[src/rtl/sx_route_pkg.sv]
package sx_route_pkg;
   typedef enum logic {
      LINK_SHUF = 1'b0,
      LINK_EXCH = 1'b1
   } link_e;
endpackage

[src/rtl/sx_rotl.sv]
// Rotate a W-bit word left by one position (pure wiring).
module sx_rotl #(
   parameter int W = 4
) (
   input  logic [W-1:0] din,
   output logic [W-1:0] dout
);
   generate
      for (genvar i = 0; i < W; i++) begin : g_bit
         if (i == 0) begin : g_wrap
            assign dout[0] = din[W-1];
         end else begin : g_shift
            assign dout[i] = din[i-1];
         end
      end
   endgenerate
endmodule

[src/rtl/sx_hop_select.sv]
// Chooses the next hop from the present node, the destination and the round.
module sx_hop_select #(
   parameter int K  = 4,
   parameter int RW = 2
) (
   input  logic [K-1:0]  cur,
   input  logic [K-1:0]  dst,
   input  logic [RW-1:0] round,
   input  logic          xphase,
   output logic          at_dst,
   output logic          take_exch,
   output logic [K-1:0]  next_addr
);
   localparam int SLOTS = 1 << RW;

   logic [K-1:0]     rotated;
   logic [SLOTS-1:0] want;

   sx_rotl #(.W(K)) u_rot (
      .din  (cur),
      .dout (rotated)
   );

   // Destination bits in consumption order: round i wants bit K-1-i.
   generate
      for (genvar i = 0; i < SLOTS; i++) begin : g_want
         if (i < K) begin : g_live
            assign want[i] = dst[K-1-i];
         end else begin : g_pad
            assign want[i] = 1'b0;
         end
      end
   endgenerate

   assign at_dst    = (cur == dst);
   assign take_exch = xphase && (cur[0] != want[round]);
   assign next_addr = take_exch ? {cur[K-1:1], ~cur[0]} : rotated;
endmodule

[src/rtl/sx_route_planner.sv]
module sx_route_planner
   import sx_route_pkg::*;
#(
   parameter int NODES = 16,
   localparam int K    = $clog2(NODES),
   localparam int RW   = $clog2(K)
) (
   input  logic         clk,
   input  logic         rst_n,
   input  logic         start,
   input  logic [K-1:0] src_addr,
   input  logic [K-1:0] dst_addr,
   output logic         hop_valid,
   output logic         hop_link,
   output logic [K-1:0] cur_addr,
   output logic         done
);
   generate
      if (NODES < 4 || (NODES & (NODES - 1)) != 0) begin : g_bad_nodes
         $error("sx_route_planner: NODES must be a power of two, at least 4");
      end
   endgenerate

   logic          busy_q;
   logic [K-1:0]  cur_q;
   logic [K-1:0]  dst_q;
   logic [RW-1:0] round_q;
   logic          xphase_q;
   link_e         link_q;
   logic          valid_q;
   logic          done_q;

   logic          at_dst;
   logic          take_exch;
   logic [K-1:0]  next_addr;

   sx_hop_select #(.K(K), .RW(RW)) u_sel (
      .cur       (cur_q),
      .dst       (dst_q),
      .round     (round_q),
      .xphase    (xphase_q),
      .at_dst    (at_dst),
      .take_exch (take_exch),
      .next_addr (next_addr)
   );

   always_ff @(posedge clk or negedge rst_n) begin
      if (!rst_n) begin
         busy_q   <= 1'b0;
         cur_q    <= '0;
         dst_q    <= '0;
         round_q  <= '0;
         xphase_q <= 1'b0;
         link_q   <= LINK_SHUF;
         valid_q  <= 1'b0;
         done_q   <= 1'b0;
      end else begin
         valid_q <= 1'b0;
         done_q  <= 1'b0;
         if (!busy_q) begin
            if (start) begin
               busy_q   <= 1'b1;
               cur_q    <= src_addr;
               dst_q    <= dst_addr;
               round_q  <= '0;
               xphase_q <= 1'b1;
            end
         end else if (at_dst) begin
            busy_q <= 1'b0;
            done_q <= 1'b1;
         end else begin
            valid_q <= 1'b1;
            cur_q   <= next_addr;
            if (take_exch) begin
               link_q   <= LINK_EXCH;
               xphase_q <= 1'b0;
            end else begin
               link_q   <= LINK_SHUF;
               xphase_q <= 1'b1;
               round_q  <= round_q + RW'(1);
            end
         end
      end
   end

   assign hop_valid = valid_q;
   assign hop_link  = link_q;
   assign cur_addr  = cur_q;
   assign done      = done_q;
endmodule

[config.mk]
export PLATFORM = sky130hd
export DESIGN_NAME = sx_route_planner
export DESIGN_NICKNAME = d
export VERILOG_FILES = /design/src/rtl/sx_route_pkg.sv /design/src/rtl/sx_rotl.sv /design/src/rtl/sx_hop_select.sv /design/src/rtl/sx_route_planner.sv
export SDC_FILE = /design/constraint.sdc
export NUM_CORES = 1
export LEC_CHECK = 0
export ABC_CLOCK_PERIOD_IN_PS = 2800
export BUFFER_PORTS_ARGS = -buffer_cell sky130_fd_sc_hd__buf_2
export CELL_PAD_IN_SITES_DETAIL_PLACEMENT = 0
export CELL_PAD_IN_SITES_GLOBAL_PLACEMENT = 2
export CORE_MARGIN = 1
export CORE_UTILIZATION = 34
export DETAILED_ROUTE_END_ITERATION = 10
export GPL_TIMING_DRIVEN = 0
export PLACE_DENSITY_LB_ADDON = 0.1
export REMOVE_ABC_BUFFERS = 1
export SETUP_SLACK_MARGIN = 0.5
export SLEW_MARGIN = 20
export SYNTH_ARGS = -nofsm -noshare
export SYNTH_HDL_FRONTEND = slang
export SYNTH_SLANG_ARGS = --single-unit
[constraint.sdc]
create_clock -name clk -period 2.8 [get_ports clk]
set_input_delay 0.14 -clock clk [delete_from_list [all_inputs] [get_ports clk]]
set_output_delay 0.14 -clock clk [all_outputs]
set_load 0.03 [all_outputs]
==> Word level (Yosys, flattened, before mapping) <==
Index checks and enable logic that the tools add are counted.
{ "word_totals": {"reg_bits": 15, "elab_cells": 45, "out_inout_bits": 7, "input_bits": 11} }
{ "classes": {"add_sub_neg": 1, "magnitude_cmp": 1, "reduce_logical": 6, "bitwise_logic": 3, "mux": 21, "eq_ne": 4} }
{ "ops": {"columns": ["operator", "n"], "rows": [
  ["2-to-1 mux 4 bit", 4],
  ["2-to-1 mux 1 bit", 12],
  ["2-to-1 mux 2 bit", 4],
  ["AND reduction 2 bit", 3],
  ["== test 4 bit", 1],
  ["inequality test 2 bit (second input constant)", 2],
  ["less-than comparator 2 x 3 -> 1 bit (second input constant)", 1],
  ["NOT 1 bit", 3],
  ["AND reduction 3 bit", 1],
  ["adder 2 x 1 -> 2 bit (second input constant)", 1],
  ["binary-select mux 1 bit (select 2 bit)", 1],
  ["nonzero test 2 bit", 1],
  ["logical AND 1 bit", 1],
  ["inequality test 1 bit", 1]
]} }

==> Logic depth before layout (Yosys ltp) <==
Gate-level depths: netlist of run 1.
{ "depth": {"ltp_word": 7, "ltp_mapped": 6, "ltp_nobuf": 4} }

==> Cells and area by module <==
From an unflattened synthesis of run 1, not the netlist that was laid out.
{ "hier_totals": {"cells_unflattened": 78, "area_unflattened_um2": 862.1} }
{ "by_module_without_submodules": {"columns": ["mod", "n_inst", "area_per_inst_um2", "seq_area_each_um2", "cells_per_inst"], "rows": [
  ["sx_route_planner", 1, 664.4, 375.4, 53],
  ["sx_hop_select", 1, 167.7, 0.0, 21],
  ["sx_rotl", 1, 30.0, 0.0, 4]
]} }

==> Worst setup path before layout of run 1 <==
Ideal clock, no wire load.
{ "synth_path": {"kind": "reg2reg", "start": "register cur_q[0], in the netlist cur_addr[0]", "end": "register cur_q[0], in the netlist cur_addr[0]", "setup_time_ps": 88, "synth_period_minus_slack_ps": 1742, "t_arrival_ps": 1654, "path_stages_with_launch": 7, "t_required_ps": 2712, "path_slack_ps": 1058, "n_path_buf": 2, "path_cell_list": "dfrtp_1 -> buf_4 -> xnor2_1 -> and4_1 -> clkbuf_2 -> or3_1 -> a41oi_1"} }
{ "synth_between": {"elab_chain_len": 5, "elab_cells_between_ends": 9, "cone_classes": "3 x eq/ne; 3 x mux; 1 x bitwise; 2 x reduce/logical"} }
{ "synth_lines": {"columns": ["element", "line", "rtl"], "rows": [
  ["start, declared", "sx_route_planner.sv:25", "logic [K-1:0] cur_q;"],
  ["start signal, assigned", "sx_route_planner.sv:63", "cur_q <= src_addr;"],
  ["start signal, assigned", "sx_route_planner.sv:73", "cur_q <= next_addr;"],
  ["inequality test 1 bit", "sx_hop_select.sv:36", "assign take_exch = xphase && (cur[0] != want[round]);"],
  ["logical AND 1 bit", "sx_hop_select.sv:36", null],
  ["2-to-1 mux 4 bit", "sx_hop_select.sv:37", "assign next_addr = take_exch ? {cur[K-1:1], ~cur[0]} : rotated;"],
  ["2-to-1 mux 4 bit", "sx_route_planner.sv:68", "end else if (at_dst) begin"],
  ["2-to-1 mux 4 bit", "sx_route_planner.sv:60", "if (!busy_q) begin"]
]} }
Parallel ways exist; a longest one is shown, timed or not. The select of a mux whose other input is x is not followed.
A chain may end at the register's enable or synchronous reset.

==> Worst setup path after layout of run 1 <==
{ "layout_path": {"start": "register round_q[0]", "end": "register round_q[1]"} }
{ "layout_between": {"elab_chain_len": 6, "elab_cells_between_ends": 10, "cone_classes": "1 x add/sub; 2 x eq/ne; 5 x mux; 2 x reduce/logical"} }
{ "layout_lines": {"columns": ["element", "line", "rtl"], "rows": [
  ["start, declared", "sx_route_planner.sv:27", "logic [RW-1:0] round_q;"],
  ["start signal, assigned", "sx_route_planner.sv:80", "round_q <= round_q + RW'(1);"],
  ["binary-select mux 1 bit (select 2 bit)", "sx_hop_select.sv:36", null],
  ["2-to-1 mux 1 bit (not written as such)", "sx_hop_select.sv:36", null],
  ["inequality test 1 bit", "sx_hop_select.sv:36", null],
  ["logical AND 1 bit", "sx_hop_select.sv:36", null],
  ["inequality test 2 bit (no source line)", null, null],
  ["AND reduction 3 bit (no source line)", null, null]
]} }
Parallel ways exist; a longest one is shown, timed or not. The select of a mux whose other input is x is not followed.

==> out/summary.txt, run 1 <==
==================================================================================================
Number of core rows .................................................................           17
Mapped Cells ........................................................................           87
Share of the clock period used by the worst path after layout .......................       63.71%
Portion of the post-synthesis area used by sequential elements ......................       44.84%
IO Count ............................................................................           18
Maximum fanout encountered on the critical timing path ..............................            7
Post-CTS resize count ...............................................................            0
Nature of the critical path startpoint ..............................................         flop
MaxCap Viol Count ...................................................................            0
Buffer levels on the longest clock path .............................................            2
Placed cell count ...................................................................          128
Buffers added on ports ..............................................................           17
Post-synthesis instance area ........................................................    837.1 um2
CTS tree ............................................................................         done
Total power of the final layout .....................................................     1.308 mW
Vias in the first global route ......................................................          658
Routed via count divided by cell count ..............................................        5.361
Crit end category ...................................................................         flop
DP HPWL .............................................................................      1358 um
Top cells by area, synth ............................................................ sky130_fd_sc_hd__dfrtp_1 45%, sky130_fd_sc_hd__nand2_1 7.6%, sky130_fd_sc_hd__xnor2_1 4.2%
Source-to-sink clock delay at the later pin of the worst-skew pair ..................      0.29 ns
Setup Buffers After CTS .............................................................            0
Final Skew ..........................................................................  0.003757 ns
Count of buffer and inverter cells on the critical path .............................            0
EDFF count, synth ...................................................................            0
Initial detailed-routing violation count ............................................           14
Startpoint of the worst register-to-register path ................................... round_q[0]$_DFFE_PN0P_
Synth cell count leaders ............................................................ 17 x sky130_fd_sc_hd__nand2_1, 15 x sky130_fd_sc_hd__dfrtp_1, 5 x sky130_fd_sc_hd__inv_1, 4 x sky130_fd_sc_hd__xnor2_1
Final worst path period need ........................................................     1.784 ns
Async S/R FF share, synth ...........................................................       100.0%
Worst IR Drop VDD ...................................................................    0.5437 mV
Remaining global-route overflow .....................................................            0
Die Width ...........................................................................     51.62 um
Final-report hold violation count ...................................................            0
Result of the run ...................................................................    completed
Core Region .........................................................................     2276 um2
Unrepaired setup endpoints after global routing .....................................        false
Number of buffers created by CTS ....................................................            3
Kind of cell with the highest combined delay on the critical path ................... multiplexers
Cell Area, Placed ...................................................................    935.9 um2
Post-synth top area share ...........................................................       44.84%
Final Non-Filler Cells ..............................................................          133
Sum of routed wire length over all layers ...........................................      1845 um
Power Dens Cells ....................................................................  1344 nW/um2
Number of antenna violations at the first check in global routing ...................            0
Register bit count reported by yosys ................................................           15
Hold wc startpoint ..................................................................  dst_addr[2]
Path type of the worst min-delay path ............................................... input port to flop
ANT cells ...........................................................................            0
Via count ...........................................................................          713
CP Launch Point ..................................................................... round_q[0]$_DFFE_PN0P_
Area growth syn-to-layout ...........................................................       16.29%
Layout cells sized above 1 ..........................................................       22.86%
Setup WS post-layout ................................................................     1.016 ns
DRC errors left .....................................................................            0
TNS Setup ...........................................................................         0 ns
Required time of the worst setup path ...............................................      3.02 ns
CTS HTree Levels ....................................................................            1
Crit path max-delay cell type ....................................................... sky130_fd_sc_hd__mux4_2
Worst hold slack across all endpoints ...............................................   0.03126 ns
Peak per-stage delay on the critical path ...........................................      0.63 ns
Final antenna-violating net count ...................................................            0
Detailed-routing iteration count for the pre-antenna-repair pass ....................            4
# nets final ........................................................................          117
Count of final setup violators ......................................................            0
Starting Density ....................................................................       36.78%
Peak Freq ...........................................................................    560.5 MHz
Most used DFF post-synth ............................................................ sky130_fd_sc_hd__dfrtp_1
Endpoint arrival time on the critical path ..........................................      2.01 ns
Clock transition time at the flip-flop clock pins of the worst setup and hold paths .      0.10 ns
Clk root buf ........................................................................ sky130_fd_sc_hd__clkbuf_4
Weighted congestion at the end of routability-driven global placement ...............       0.7067
Count of clock tree sinks ...........................................................           15
First-pass GRT wire length ..........................................................      3146 um
Distinct cells, synth ...............................................................           33
Most instantiated library cell after synthesis ...................................... sky130_fd_sc_hd__nand2_1
LEAKAGE .............................................................................    0.4475 nW
Total die area ......................................................................     2664 um2
Routed len/inst .....................................................................     13.87 um
Yosys warning count .................................................................            0
Mean cell area of the mapped netlist ................................................    9.621 um2
Share of the core filled with cells in the final layout .............................       42.77%
Final standard cell area without fillers ............................................    973.4 um2
Place WS ............................................................................     1.020 ns
GR Util All Layers ..................................................................       16.66%
Critical Path, Cell by Cell ......................................................... mux4_2, xnor2_4, o2111ai_1, mux2i_1
Cts-stage hold buffer count .........................................................            1
Dominant cell type by area after synthesis .......................................... sky130_fd_sc_hd__dfrtp_1
Maximum number of pins on one net before global-route repair ........................           17
Type of the worst setup path ........................................................ flop to flop
Slew of the pin with the lowest slew margin .........................................    0.4883 ns
Height of the die ...................................................................     51.62 um
Max-slew violation total from the final report ......................................            0
Max-slew headroom at the worst pin ..................................................       67.45%
==================================================================================================
[sequential cells by signal, summed over array words and instances, names as in the netlist]
name and cells:
cur_addr 4, dst_q 4, round_q 2, busy_q 1, done 1, hop_link 1
hop_valid 1, xphase_q 1
[cell type report]
cell class	instances	area (um2)
fillers	248	1303
multi-input cells	63	421.7
flip-flops and latches	15	375.4
repair buffers	18	95.09
well taps	28	35.03
clock buffers	3	22.52
inverters	5	18.77
clock inverters	1	5.005
[routing by layer]
layer	vias up	GRT usage, %	part of all wire, %
li1	352	-	-
met1	335	22.67	51
met4	0	8.108	2.4
met5	-	0	0
met2	21	24.89	42
met3	5	3.509	3.9
[path summary, 6_finish.rpt]
path | slack (ns) | end | cells after the start
min in group asynchronous | 0.27 | cur_addr[2]$_DFFE_PN0P_ | 2
max | 1.02 | round_q[1]$_DFFE_PN0P_ | 4
min | 0.03 | dst_q[2]$_DFFE_PN0P_ | 3
max in group asynchronous | 2.27 | cur_addr[0]$_DFFE_PN0P_ | 2
min reg2reg | 0.51 | round_q[1]$_DFFE_PN0P_ | 1
max reg2reg | 1.02 | round_q[1]$_DFFE_PN0P_ | 4
[cells in the final DEF (no fill, tap or decap), types with 2 or more instances in the layout]
cell type                   instances
sky130_fd_sc_hd__nor3_1             2
sky130_fd_sc_hd__nor2_1             3
sky130_fd_sc_hd__a21oi_1            3
sky130_fd_sc_hd__clkbuf_4           3
sky130_fd_sc_hd__inv_1              5
sky130_fd_sc_hd__nor2b_1            2
sky130_fd_sc_hd__nand2b_1           3
sky130_fd_sc_hd__o2111ai_1          3
sky130_fd_sc_hd__and3_1             2
sky130_fd_sc_hd__o21ai_0            3
sky130_fd_sc_hd__xnor2_1            4
sky130_fd_sc_hd__mux2i_1            2
sky130_fd_sc_hd__buf_2             17
sky130_fd_sc_hd__nand2_1           17
sky130_fd_sc_hd__o211ai_1           3
sky130_fd_sc_hd__dfrtp_1           15
sky130_fd_sc_hd__a211oi_1           2
[report_power, final]
part | switching [mW] | total [mW] | leakage [nW] | internal (mW)
combinational | 0.399 | 0.728 | 0.255 | 0.329
sequential | 0.126 | 0.448 | 0.175 | 0.322
clock | 0.0794 | 0.133 | 0.0177 | 0.0532
total | 0.605 | 1.31 | 0.447 | 0.704
[kinds of logic (layout without fill, tap and decap cells)]
kind of cell,count (synthesis),count (layout),synth area share (%)
XOR/XNOR,5,5,7.474
AND/OR/NAND/NOR,34,34,19.73
buffers and inverters,9,27,4.782
multiplexers,4,4,6.427
flip-flops,15,15,44.84
AO/OA/AOI/OAI,20,20,16.74
[worst register-to-register path: cells and delay by family, from the launching register on]
family	cells	cell delay (ns)
XOR/XNOR	1	0.19
flip-flops	1	0.45
AO/OA/AOI/OAI	1	0.23
multiplexers	2	0.85
(Power assumes the default switching activity.)
==> inputs of run 2 (changes only) <==
Settings changed: ABC_AREA set to 1, ABC_CLOCK_PERIOD_IN_PS 2800 to 1800, CORE_UTILIZATION 34 to 29.
Clock period 2.8 ns to 1.8 ns, I/O delays scaled along.
==> run 2 against run 1 <==
Compared with the run above: register-to-register slack worse by 0.57 ns; clock power rose by 49%; critical path depth is 5 higher; sequential share of layout area is 4.7 points lower; final cell count increased by 29%; cell area rose by 15%; utilization rose by 0.85 points; combinational power grew 100%; fmax up 32%; global-route usage down 1.4 points; flip-flop and latch count unchanged; worst hold slack improved by 0.0051 ns; largest cell class unchanged.
==> out/summary.txt, run 2 <==
==================================================================================================
Result of the run ...................................................................    completed
Nature of the critical path startpoint ..............................................         flop
Power Dens Cells ....................................................................  2089 nW/um2
Starting Density ....................................................................       31.73%
Die Width ...........................................................................     55.00 um
Number of antenna violations at the first check in global routing ...................            0
Net switching fraction of the power .................................................       47.66%
Sum of routed wire length over all layers ...........................................      1936 um
Routed len/inst .....................................................................     11.32 um
FF-to-FF setup slack ................................................................      0.45 ns
TNS Setup ...........................................................................         0 ns
Dominant cell type by area after synthesis .......................................... sky130_fd_sc_hd__dfrtp_1
Remaining global-route overflow .....................................................            0
Max-slew headroom at the worst pin ..................................................       76.42%
Mapped Cells ........................................................................          105
Startpoint of the worst register-to-register path ................................... round_q[0]$_DFFE_PN0P_
Path type of the worst min-delay path ............................................... input port to flop
Synth cell count leaders ............................................................ 42 x sky130_fd_sc_hd__nand2_1, 15 x sky130_fd_sc_hd__dfrtp_1, 10 x sky130_fd_sc_hd__inv_1, 10 x sky130_fd_sc_hd__nor2_1
Detailed-routing iteration count for the pre-antenna-repair pass ....................            3
Maximum fanout encountered on the critical timing path ..............................            6
CP Launch Point ..................................................................... round_q[0]$_DFFE_PN0P_
DRC errors left .....................................................................            0
Register bit count reported by yosys ................................................           15
Layout cells sized above 1 ..........................................................       41.84%
# nets final ........................................................................          153
CTS tree ............................................................................         done
Post-synth top area share ...........................................................       46.08%
Worst IR Drop VDD ...................................................................    0.8925 mV
Routed via count divided by cell count ..............................................        4.444
Crit end category ...................................................................         flop
Max-slew violation total from the final report ......................................            0
FF-to-FF End ........................................................................ cur_addr[2]$_DFFE_PN0P_
First-pass GRT wire length ..........................................................      3063 um
Buffer levels on the longest clock path .............................................            2
Core Region .........................................................................     2567 um2
MaxCap Viol Count ...................................................................            0
Count of clock tree sinks ...........................................................           15
Final-report hold violation count ...................................................            0
Net switching power .................................................................     1.115 mW
Initial detailed-routing violation count ............................................            9
Top cells by area, synth ............................................................ sky130_fd_sc_hd__dfrtp_1 46%, sky130_fd_sc_hd__nand2_1 19%, sky130_fd_sc_hd__inv_1 4.6%
Maximum number of pins on one net before global-route repair ........................           16
Via count ...........................................................................          760
Clk root buf ........................................................................ sky130_fd_sc_hd__clkbuf_4
Count of final setup violators ......................................................            0
Post-synthesis instance area ........................................................    814.5 um2
Clock transition time at the flip-flop clock pins of the worst setup and hold paths .      0.10 ns
IO Count ............................................................................           18
Portion of the post-synthesis area used by sequential elements ......................       46.08%
Endpoint arrival time on the critical path ..........................................      1.58 ns
Peak Freq ...........................................................................    740.5 MHz
LEAKAGE .............................................................................    0.6300 nW
Worst setup path end ................................................................ cur_addr[2]$_DFFE_PN0P_
Async S/R FF share, synth ...........................................................       100.0%
Area growth syn-to-layout ...........................................................       37.48%
Share of the clock period used by the worst path after layout .......................       75.03%
Unrepaired setup endpoints after global routing .....................................         true
Yosys warning count .................................................................            0
Combinational fraction of design power ..............................................        62.3%
CTS HTree Levels ....................................................................            1
Most used DFF post-synth ............................................................ sky130_fd_sc_hd__dfrtp_1
Type of the worst setup path ........................................................ flop to flop
Cell-internal power .................................................................     1.224 mW
Final worst path period need ........................................................     1.350 ns
Clock network fraction of design power ..............................................         8.5%
Slew of the pin with the lowest slew margin .........................................    0.3537 ns
Most instantiated library cell after synthesis ...................................... sky130_fd_sc_hd__nand2_1
Number of core rows .................................................................           18
Number of buffers created by CTS ....................................................            3
Commonest non-fill, non-tap cell in the layout ...................................... sky130_fd_sc_hd__nand2_1
Vias in the first global route ......................................................          677
Total die area ......................................................................     3024 um2
Required time of the worst setup path ...............................................      2.03 ns
ANT cells ...........................................................................            0
Height of the die ...................................................................     55.00 um
Cell Area, Placed ...................................................................    932.1 um2
Worst reg2reg path depth ............................................................            9
Sequential Power Share ..............................................................        29.2%
Final standard cell area without fillers ............................................     1120 um2
Distinct cells, synth ...............................................................           18
Weighted congestion at the end of routability-driven global placement ...............       0.7516
Final antenna-violating net count ...................................................            0
Source-to-sink clock delay at the later pin of the worst-skew pair ..................      0.28 ns
EDFF count, synth ...................................................................            0
Final Skew ..........................................................................  0.002431 ns
Mean cell area of the mapped netlist ................................................    7.757 um2
DP HPWL .............................................................................      1353 um
Buffers added on ports ..............................................................           17
GR Util All Layers ..................................................................       15.25%
Most used cells in the layout excluding fill and tap cells .......................... 39 x sky130_fd_sc_hd__nand2_1, 17 x sky130_fd_sc_hd__buf_2, 14 x sky130_fd_sc_hd__buf_4
==================================================================================================
run 2: cell count changes after synthesis, sizes merged, moves of 3 or more:
cell,change
nor2,+7
xnor2,-5
nand2b,-3
o2111ai,-3
nand2,+30
inv,+8
nand3,+5
o211ai,-3
run 2: kinds of logic after synthesis:
logic type,after synthesis,share of synthesized area [%]
buffers and inverters,14,6.605
muxes,2,2.765
DFF,15,46.08
and+or+nand+nor,64,35.79
AOI/OAI and AO/OA,8,6.606
xor gates and xnor gates,2,2.151
run 2: per-layer routing:
layer	global-route usage (%)	vias to the layer above	wire length, um
li1	-	392	-
met1	19.34	356	922
met2	24.90	10	954
met3	2.459	2	39
met4	7.500	0	19
met5	0	-	0
run 2: worst min-delay path by stage:
| stage | start | cells after the start | slack [ns] | to |
|---|---|---|---|---|
| after floorplan | rst_n | 0 | -0.21 | busy_q$_DFF_PN0_ |
| after global placement | rst_n | 1 | 0.02 | hop_valid$_DFF_PN0_ |
| after detailed placement | rst_n | 1 | 0.02 | hop_valid$_DFF_PN0_ |
| after CTS | dst_addr[3] | 2 | 0.02 | dst_q[3]$_DFFE_PN0P_ |
| after global routing | dst_addr[1] | 2 | 0.02 | dst_q[1]$_DFFE_PN0P_ |
| final | dst_addr[1] | 2 | 0.04 | dst_q[1]$_DFFE_PN0P_ |
run 2: power groups by stage:
stage / Sequential [mW] / Combinational (mW) / Clock, mW
6_report: 0.683 / 1.46 / 0.198
5_1_grt: 0.710 / 1.63 / 0.239
4_1_cts: 0.681 / 1.33 / 0.210
3_5_place_dp: 0.687 / 1.11 / 0
3_3_place_gp: 0.687 / 1.10 / 0
2_1_floorplan: 0.770 / 0.741 / 0
run 2: critical path: stages, from the launching register on:
cell and delay, ns:
sky130_fd_sc_hd__dfrtp_2 0.45, sky130_fd_sc_hd__inv_2 0.09, sky130_fd_sc_hd__nand2_2 0.05, sky130_fd_sc_hd__nand3_2 0.07
sky130_fd_sc_hd__nand2_2 0.07, sky130_fd_sc_hd__nand2_2 0.07, sky130_fd_sc_hd__nand3_4 0.10, sky130_fd_sc_hd__o21ai_4 0.25
sky130_fd_sc_hd__nand2_1 0.08, sky130_fd_sc_hd__nand2_1 0.07
run 2: area by class of cell:
| type | instances | area [um2] |
|---|---|---|
| Clock buffer | 3 | 22.52 |
| Clock inverter | 1 | 5.005 |
| Fill cell | 291 | 1448 |
| Inverter | 13 | 51.30 |
| Multi-Input combinational cell | 76 | 414.1 |
| Sequential cell | 15 | 379.1 |
| Tap cell | 30 | 37.54 |
| Timing Repair Buffer | 33 | 210.2 |
run 2: stage by stage:
| stage | hold WS [ns] | std cells | power, mW | worst slack (ns) | util, % |
|---|---|---|---|---|---|
| floorplan | -0.2056 | 104 | 1.511 | 0.4184 | - |
| finish | 0.03634 | 171 | 2.339 | 0.4495 | 43.62 |
| global route | 0.02102 | 171 | 2.584 | 0.3169 | 43.62 |
| CTS | 0.01762 | 165 | 2.225 | 0.4020 | 40.79 |
| detailed placement | 0.02156 | 151 | 1.797 | 0.2434 | 36.31 |
| global placement | 0.02057 | 151 | 1.788 | 0.2589 | 36.31 |
run 2: what timing repair did:
| action | CTS | global route |
|---|---|---|
| resized for setup | 4 | 9 |
| pin swaps | 4 | 6 |
| setup buffers | 9 | 5 |
| gates cloned | 0 | 0 |
| hold endpoints to repair | 15 | 1 |
| hold buffers | 1 | 1 |
| setup endpoints to repair | 9 | 9 |
